### config.mk
export PLATFORM = sky130hd
export DESIGN_NAME = split_exec_hazard_ctl
export DESIGN_NICKNAME = d
export VERILOG_FILES = /design/src/rtl/hz_pkg.sv /design/src/rtl/hz_branch_ctl.sv /design/src/rtl/hz_src_resolve.sv /design/src/rtl/split_exec_hazard_ctl.sv
export SDC_FILE = /design/constraint.sdc
export NUM_CORES = 1
export LEC_CHECK = 0
export BUFFER_PORTS_ARGS = -buffer_cell sky130_fd_sc_hd__buf_2
export CAP_MARGIN = 5
export CORE_AREA = 2 2 46 48
export DETAILED_ROUTE_END_ITERATION = 7
export DIE_AREA = 0 0 48 50
export GPL_ROUTABILITY_DRIVEN = 0
export PLACE_DENSITY = 0.82
export SLEW_MARGIN = 40
export SYNTH_ARGS = -nofsm -noshare
export SYNTH_HDL_FRONTEND = slang
export SYNTH_SLANG_ARGS = --single-unit
### constraint.sdc
create_clock -name vclk -period 3.25
set_input_delay 0.4875 -clock vclk [all_inputs]
set_output_delay 0.4875 -clock vclk [all_outputs]
set_load 0.005 [all_outputs]
### src/rtl/hz_pkg.sv
package hz_pkg;

    localparam int unsigned REG_IDX_W = 5;
    localparam int unsigned SRC_N     = 2;

    typedef logic [REG_IDX_W-1:0] ridx_t;

    typedef enum logic [1:0] {
        SEL_RF  = 2'd0,
        SEL_EX2 = 2'd1,
        SEL_MEM = 2'd2,
        SEL_WB  = 2'd3
    } opnd_sel_e;

    typedef struct packed {
        logic  live;
        logic  wr;
        logic  ld;
        ridx_t dst;
    } prod_t;

    typedef struct packed {
        logic      need_hold;
        opnd_sel_e sel;
    } src_res_t;

    function automatic logic writes_reg(prod_t p, ridx_t r);
        return p.live && p.wr && (p.dst == r) && (r != '0);
    endfunction

endpackage

### src/rtl/hz_branch_ctl.sv
module hz_branch_ctl (
    input  logic e2_live,
    input  logic taken,
    input  logic if_vld,
    input  logic dec_vld,
    input  logic e1_vld,
    output logic redirect,
    output logic annul_if,
    output logic annul_dec,
    output logic annul_e1
);
    always_comb begin
        redirect  = e2_live && taken;
        annul_if  = redirect && if_vld;
        annul_dec = redirect && dec_vld;
        annul_e1  = redirect && e1_vld;
    end
endmodule

### src/rtl/hz_src_resolve.sv
module hz_src_resolve
    import hz_pkg::*;
(
    input  logic     dec_live,
    input  logic     used,
    input  ridx_t    rs,
    input  prod_t    p_e1,
    input  prod_t    p_e2,
    input  prod_t    p_mem,
    input  prod_t    p_wb,
    output src_res_t res
);
    always_comb begin
        res.need_hold = 1'b0;
        res.sel       = SEL_RF;
        if (dec_live && used && (rs != '0)) begin
            if (writes_reg(p_e1, rs)) begin
                res.need_hold = 1'b1;
            end else if (writes_reg(p_e2, rs)) begin
                if (p_e2.ld) res.need_hold = 1'b1;
                else         res.sel       = SEL_EX2;
            end else if (writes_reg(p_mem, rs)) begin
                if (p_mem.ld) res.need_hold = 1'b1;
                else          res.sel       = SEL_MEM;
            end else if (writes_reg(p_wb, rs)) begin
                res.sel = SEL_WB;
            end
        end
    end
endmodule

### src/rtl/split_exec_hazard_ctl.sv
module split_exec_hazard_ctl
    import hz_pkg::*;
(
    input  logic                 if_vld,
    input  logic                 dec_vld,
    input  logic [REG_IDX_W-1:0] dec_rs1,
    input  logic                 dec_use1,
    input  logic [REG_IDX_W-1:0] dec_rs2,
    input  logic                 dec_use2,
    input  logic                 e1_vld,
    input  logic [REG_IDX_W-1:0] e1_rd,
    input  logic                 e1_wen,
    input  logic                 e1_ld,
    input  logic                 e2_vld,
    input  logic [REG_IDX_W-1:0] e2_rd,
    input  logic                 e2_wen,
    input  logic                 e2_ld,
    input  logic                 e2_br_taken,
    input  logic                 mem_vld,
    input  logic [REG_IDX_W-1:0] mem_rd,
    input  logic                 mem_wen,
    input  logic                 mem_ld,
    input  logic                 wb_vld,
    input  logic [REG_IDX_W-1:0] wb_rd,
    input  logic                 wb_wen,
    output logic [1:0]           fwd_a,
    output logic [1:0]           fwd_b,
    output logic                 stall_fd,
    output logic                 bubble_e1,
    output logic                 annul_if,
    output logic                 annul_dec,
    output logic                 annul_e1,
    output logic                 redirect
);
    prod_t    p_e1, p_e2, p_mem, p_wb;
    ridx_t    src_idx [SRC_N];
    logic     src_use [SRC_N];
    src_res_t src_res [SRC_N];
    logic     dec_live;
    logic     any_hold;

    always_comb begin
        p_e1  = '{live: e1_vld,  wr: e1_wen,  ld: e1_ld,  dst: e1_rd};
        p_e2  = '{live: e2_vld,  wr: e2_wen,  ld: e2_ld,  dst: e2_rd};
        p_mem = '{live: mem_vld, wr: mem_wen, ld: mem_ld, dst: mem_rd};
        p_wb  = '{live: wb_vld,  wr: wb_wen,  ld: 1'b0,   dst: wb_rd};
        src_idx[0] = dec_rs1;
        src_idx[1] = dec_rs2;
        src_use[0] = dec_use1;
        src_use[1] = dec_use2;
    end

    hz_branch_ctl u_br (
        .e2_live   (e2_vld),
        .taken     (e2_br_taken),
        .if_vld    (if_vld),
        .dec_vld   (dec_vld),
        .e1_vld    (e1_vld),
        .redirect  (redirect),
        .annul_if  (annul_if),
        .annul_dec (annul_dec),
        .annul_e1  (annul_e1)
    );

    // Squash outranks hold: a decode slot being discarded never interlocks.
    assign dec_live = dec_vld && !redirect;

    for (genvar s = 0; s < SRC_N; s++) begin : g_src
        hz_src_resolve u_res (
            .dec_live (dec_live),
            .used     (src_use[s]),
            .rs       (src_idx[s]),
            .p_e1     (p_e1),
            .p_e2     (p_e2),
            .p_mem    (p_mem),
            .p_wb     (p_wb),
            .res      (src_res[s])
        );
    end

    always_comb begin
        any_hold = 1'b0;
        for (int s = 0; s < SRC_N; s++) any_hold = any_hold | src_res[s].need_hold;
    end

    assign stall_fd  = any_hold;
    assign bubble_e1 = any_hold;
    assign fwd_a     = src_res[0].sel;
    assign fwd_b     = src_res[1].sel;

endmodule

== Word level (Yosys, flattened, before mapping) ==
Index checks and enable logic that the tools add are counted.
Word-level totals
  register bits after elaboration: 0
Cells by class
  eq/ne operators: 8
  reductions and logical operators: 32
  bitwise logic cells: 1
  muxes and demuxes: 18
Operators with widths (count)
  $eq 5x5->1: 8
  $logic_and 1x1->1: 29
  $mux 2: 7
  $mux 3: 4
  $reduce_bool 5->1: 2
  $mux 1: 7
  $logic_not 1->1: 1
  $or 1x1->1: 1

== Longest topological paths before layout ==
  depth in word-level cells: 9
  gate-level depth with buffers: 7
  mapped depth without buffers: 5

== Modules after synthesis ==
From an unflattened synthesis, not the netlist that was laid out.
Unflattened totals
  cells, all modules: 112
  area, all modules: 865.8 um^2
Modules (own cells, without submodules)
  hz_src_resolve: area each 407.9 um^2, seq. area each 0.0 um^2, cells an instance 52, times used 2
  hz_branch_ctl: area each 26.3 um^2, seq. area each 0.0 um^2, cells an instance 4, times used 1
  split_exec_hazard_ctl: area each 23.8 um^2, seq. area each 0.0 um^2, cells an instance 4, times used 1

== Worst setup path before layout ==
No wires, ideal clock.
  path kind: in2out
  start: input dec_rs1[2]
  end: output fwd_a[0]
  path slack: 0.823 ns
  stages: 6
  path buffers: 1
  data arrival time: 1.939 ns
  cells stage by stage: buf_2 -> or4_1 -> nand2b_1 -> nand3_1 -> mux2_2 -> nor3b_2
On the way
  cells in the longest elaborated chain, start to end: 8
RTL lines
  start, declared: line split_exec_hazard_ctl.sv:6  | input logic [REG_IDX_W-1:0] dec_rs1,
  $eq 5x5->1: line hz_pkg.sv:28  | return p.live && p.wr && (p.dst == r) && (r != '0);
  $logic_and 1x1->1 (2 in series): line hz_pkg.sv:28
  $mux 2: line hz_src_resolve.sv:25  | end else if (writes_reg(p_wb, rs)) begin
  $mux 2: line hz_src_resolve.sv:22  | end else if (writes_reg(p_mem, rs)) begin
  $mux 3: line hz_src_resolve.sv:19  | end else if (writes_reg(p_e2, rs)) begin
  $mux 2: line hz_src_resolve.sv:17  | if (writes_reg(p_e1, rs)) begin
  $mux 3 *: line hz_src_resolve.sv:16  | if (dec_live && used && (rs != '0)) begin
  end, declared: line split_exec_hazard_ctl.sv:26  | output logic [1:0] fwd_a,
Mark *: on every way between the ends. The rest lies on a longest branch, timed or not.

== Final worst setup path ==
  start: input dec_rs1[1]
  end: output fwd_a[0]
The elaborated chain is that of the path after synthesis.

==> report_table.html <==
<table>
<tr><th>Metric</th><th>Value</th></tr>
<tr><th colspan="2">Route</th></tr>
<tr><td>Overall via count from detail_route</td><td>891</td></tr>
<tr><td>Post-DR wirelength/cell</td><td>13.0 um</td></tr>
<tr><td>Remaining antenna violation count after routing</td><td>0</td></tr>
<tr><td>First DRT Iteration DRCs</td><td>7</td></tr>
<tr><td>Drt via density</td><td>5.03</td></tr>
<tr><td>Total routed wirelength</td><td>2.31 mm</td></tr>
<tr><td>Number of iterations in the first detailed-routing pass</td><td>4</td></tr>
<tr><td>Count of unresolved DRC violations after routing</td><td>0</td></tr>
<tr><th colspan="2">Timing</th></tr>
<tr><td>Final count of negative-setup-slack endpoints</td><td>0</td></tr>
<tr><td>Hold violation count in the final report</td><td>0</td></tr>
<tr><td>Clock period minus worst slack</td><td>2.63 ns</td></tr>
<tr><td>Crit share post-route</td><td>80.9%</td></tr>
<tr><td>Worst max-slew margin expressed relative to the limit</td><td>45.8%</td></tr>
<tr><td>FMAX</td><td>380 MHz</td></tr>
<tr><td>Setup TNS</td><td>0 ns</td></tr>
<tr><td>Slew of the pin with the lowest slew margin</td><td>0.805 ns</td></tr>
<tr><td>Unrepaired setup endpoints after global routing</td><td>false</td></tr>
<tr><td>Number of pins exceeding their max-slew limit in the final report</td><td>0</td></tr>
<tr><th colspan="2">Setup path</th></tr>
<tr><td>Worst setup path category</td><td>in2out</td></tr>
<tr><td>Endpoint required time on the critical path</td><td>2.76 ns</td></tr>
<tr><td>Arrival time reported for the critical path endpoint</td><td>2.14 ns</td></tr>
<tr><td>Type of element capturing the critical path</td><td>primary output</td></tr>
<tr><td>Critical path fanouts, max</td><td>5</td></tr>
<tr><td>Worst Setup Start Kind</td><td>primary input</td></tr>
<tr><th colspan="2">Finish</th></tr>
<tr><td>Footprint of the multi-input gates</td><td>756 um^2</td></tr>
<tr><td>Clock buffers</td><td>0</td></tr>
<tr><td>Area added between synthesis and finish</td><td>26.5%</td></tr>
<tr><td>Fraction of final layout cells with drive strength greater than 1</td><td>45.3%</td></tr>
<tr><td>Share of the core filled with cells</td><td>56.6%</td></tr>
<tr><td>Antenna diode count</td><td>0</td></tr>
<tr><td>Reg area</td><td>0 um^2</td></tr>
<tr><td>Nets</td><td>198</td></tr>
<tr><td>Fillers</td><td>189</td></tr>
<tr><td>Sequential cells</td><td>0</td></tr>
<tr><th colspan="2">Synth</th></tr>
<tr><td>Synth Area per Inst</td><td>8.10 um^2</td></tr>
<tr><td>YS warnings</td><td>0</td></tr>
<tr><td>Top-area cell type share of the netlist area</td><td>21.6%</td></tr>
<tr><td>Proportion of synthesized chip area in sequential cells</td><td>0%</td></tr>
<tr><td>Distinct cell type count of the synthesized netlist</td><td>39</td></tr>
<tr><td>Synthesized netlist net count</td><td>151</td></tr>
<tr><td>Synth Instances</td><td>105</td></tr>
<tr><td>Cell type contributing the most total cell area after synthesis</td><td>xnor2_1</td></tr>
<tr><td>Post-Synthesis Cell Area</td><td>851 um^2</td></tr>
<tr><td>Area contributors post-synth</td><td>xnor2_1, xor2_1, buf_6, nand3_1, nand4_1</td></tr>
<tr><th colspan="2">Status</th></tr>
<tr><td>Status</td><td>finished clean</td></tr>
<tr><th colspan="2">Die</th></tr>
<tr><td>IO Pins</td><td>56</td></tr>
<tr><td>Site row count</td><td>16</td></tr>
<tr><td>Chip Height</td><td>50 um</td></tr>
<tr><td>Die Wd</td><td>48 um</td></tr>
<tr><td>Die Outline Area</td><td>2400 um^2</td></tr>
<tr><td>Core footprint</td><td>1900 um^2</td></tr>
<tr><td>Effective utilization at floorplan</td><td>44.7%</td></tr>
<tr><th colspan="2">Run</th></tr>
<tr><td>Max-Cap Viols</td><td>0</td></tr>
<tr><th colspan="2">Global routing</th></tr>
<tr><td>Total routing usage reported by global routing</td><td>19.2%</td></tr>
<tr><td>Largest net degree at the start of global routing</td><td>8</td></tr>
<tr><td>Via count of the first global-routing pass</td><td>860</td></tr>
<tr><td>Overflow left after global routing</td><td>0</td></tr>
<tr><td>Antenna violations before repair</td><td>0</td></tr>
<tr><td>Global-route wire length before repair</td><td>3.59 mm</td></tr>
<tr><th colspan="2">Clock network</th></tr>
<tr><td>Post-CTS Setup Inserts</td><td>0</td></tr>
<tr><td>CTS resizes</td><td>0</td></tr>
<tr><td>Number of hold buffers added after CTS</td><td>0</td></tr>
<tr><th colspan="2">Placed design</th></tr>
<tr><td>Estimated wirelength of the detail-placed design</td><td>2.08 mm</td></tr>
<tr><td>Buffers on Ports</td><td>55</td></tr>
<tr><th colspan="2">Hold path</th></tr>
<tr><td>Path category of the worst min-delay check</td><td>in2out</td></tr>
<tr><th colspan="2">Power</th></tr>
<tr><td>Total power divided by cell area</td><td>112 nW/um^2</td></tr>
<tr><td>Leakage</td><td>0.467 nW</td></tr>
<tr><td>Worst IR drop on VDD</td><td>0.0735 mV</td></tr>
</table>
-- layout make-up --
class                           count  share of cell area (%)
Timing Repair Buffer               55                    25.6
Multi-Input combinational cell     92                    70.2
Tap cell                           27                    3.14
Inverter                            3                    1.05
-- per-layer routing --
metal	part of all wire (%)	track usage (%)	vias up
li1	-	-	469
met1	45	25.4	392
met5	0	0	-
met4	0	1.80	0
met2	52	34.2	30
met3	3.9	0.733	0
-- logic make-up after synthesis --
family	Yosys count	share of synthesized area [%]
xor+xnor	38	39.1
simple gates	37	30.1
buf+inv	13	11.2
mux	2	3.09
compound gates	15	16.5
-- layout by cell type, fill, tap and decap left out, types with 2 or more instances in the layout --
master and instances:
inv_1 3, nand3_1 7, and3_1 4, nand4_1 5, nand2_1 3, xnor2_1 21
buf_2 55, nor2_1 4, xor2_1 17, nor4_1 3, o211ai_1 2
-- final timing paths --
kind,slack [ns],end,startpoint,depth (start not counted)
max,0.62,fwd_a[0],dec_rs1[1],7
min,1.28,annul_if,if_vld,3
-- where the power goes --
| part | internal, mW | switching, mW | total (mW) | leakage (nW) |
|---|---|---|---|---|
| sequential | 0 | 0 | 0 | 0 |
| combinational | 0.0583 | 0.0624 | 0.121 | 0.467 |
| clock | 0 | 0 | 0 | 0 |
-- worst max-delay path, stage by stage --
cell and delay, ns:
buf_2 0.14, or4_1 0.58, nand2b_1 0.21, nand3_1 0.10
mux2_2 0.35, nor3b_2 0.14, buf_2 0.13
-- synth_stat cells --
| cell | instances |
|---|---|
| a21oi_1 | 1 |
| and3_4 | 1 |
| o21ai_0 | 1 |
| a2111oi_2 | 1 |
| nor4_4 | 1 |
| nor3b_2 | 1 |
| o2111a_1 | 1 |
| buf_2 | 4 |
| and2_1 | 1 |
| and3_1 | 4 |
| or4_1 | 1 |
| or4_4 | 1 |
| xnor2_1 | 21 |
| a2111o_2 | 1 |
| buf_6 | 5 |
| xor2_1 | 17 |
| o221a_2 | 1 |
| mux2_4 | 1 |
| nand4_1 | 5 |
| and4b_1 | 1 |
| a2111o_1 | 1 |
| nor2_4 | 1 |
| mux2_2 | 1 |
| nor2_1 | 4 |
| a221oi_1 | 1 |
| a21o_1 | 1 |
| inv_1 | 3 |
| nand3_1 | 7 |
| o22a_1 | 1 |
| o211ai_2 | 1 |
| nor4_2 | 1 |
| a211o_1 | 1 |
| nor4_1 | 3 |
| nand2b_1 | 1 |
| o211ai_1 | 2 |
| buf_4 | 1 |
| nand2_1 | 3 |
| nor3_2 | 1 |
| a21boi_0 | 1 |
-- through the flow --
| step | hold WS (ns) | std cells | total power, mW | cell area, um^2 | setup slack, ns |
|---|---|---|---|---|---|
| 2_1_floorplan | 1.09 | 105 | 0.0781 | 851 | 0.823 |
| 5_1_grt | 1.30 | 177 | 0.131 | 1080 | 0.544 |
| 3_3_place_gp | 1.28 | 177 | 0.117 | 1080 | 0.647 |
| 4_1_cts | 1.28 | 177 | 0.121 | 1080 | 0.618 |
| 6_report | 1.28 | 177 | 0.121 | 1080 | 0.620 |
| 3_5_place_dp | 1.28 | 177 | 0.120 | 1080 | 0.625 |
Power figures use the tool's default switching activity.
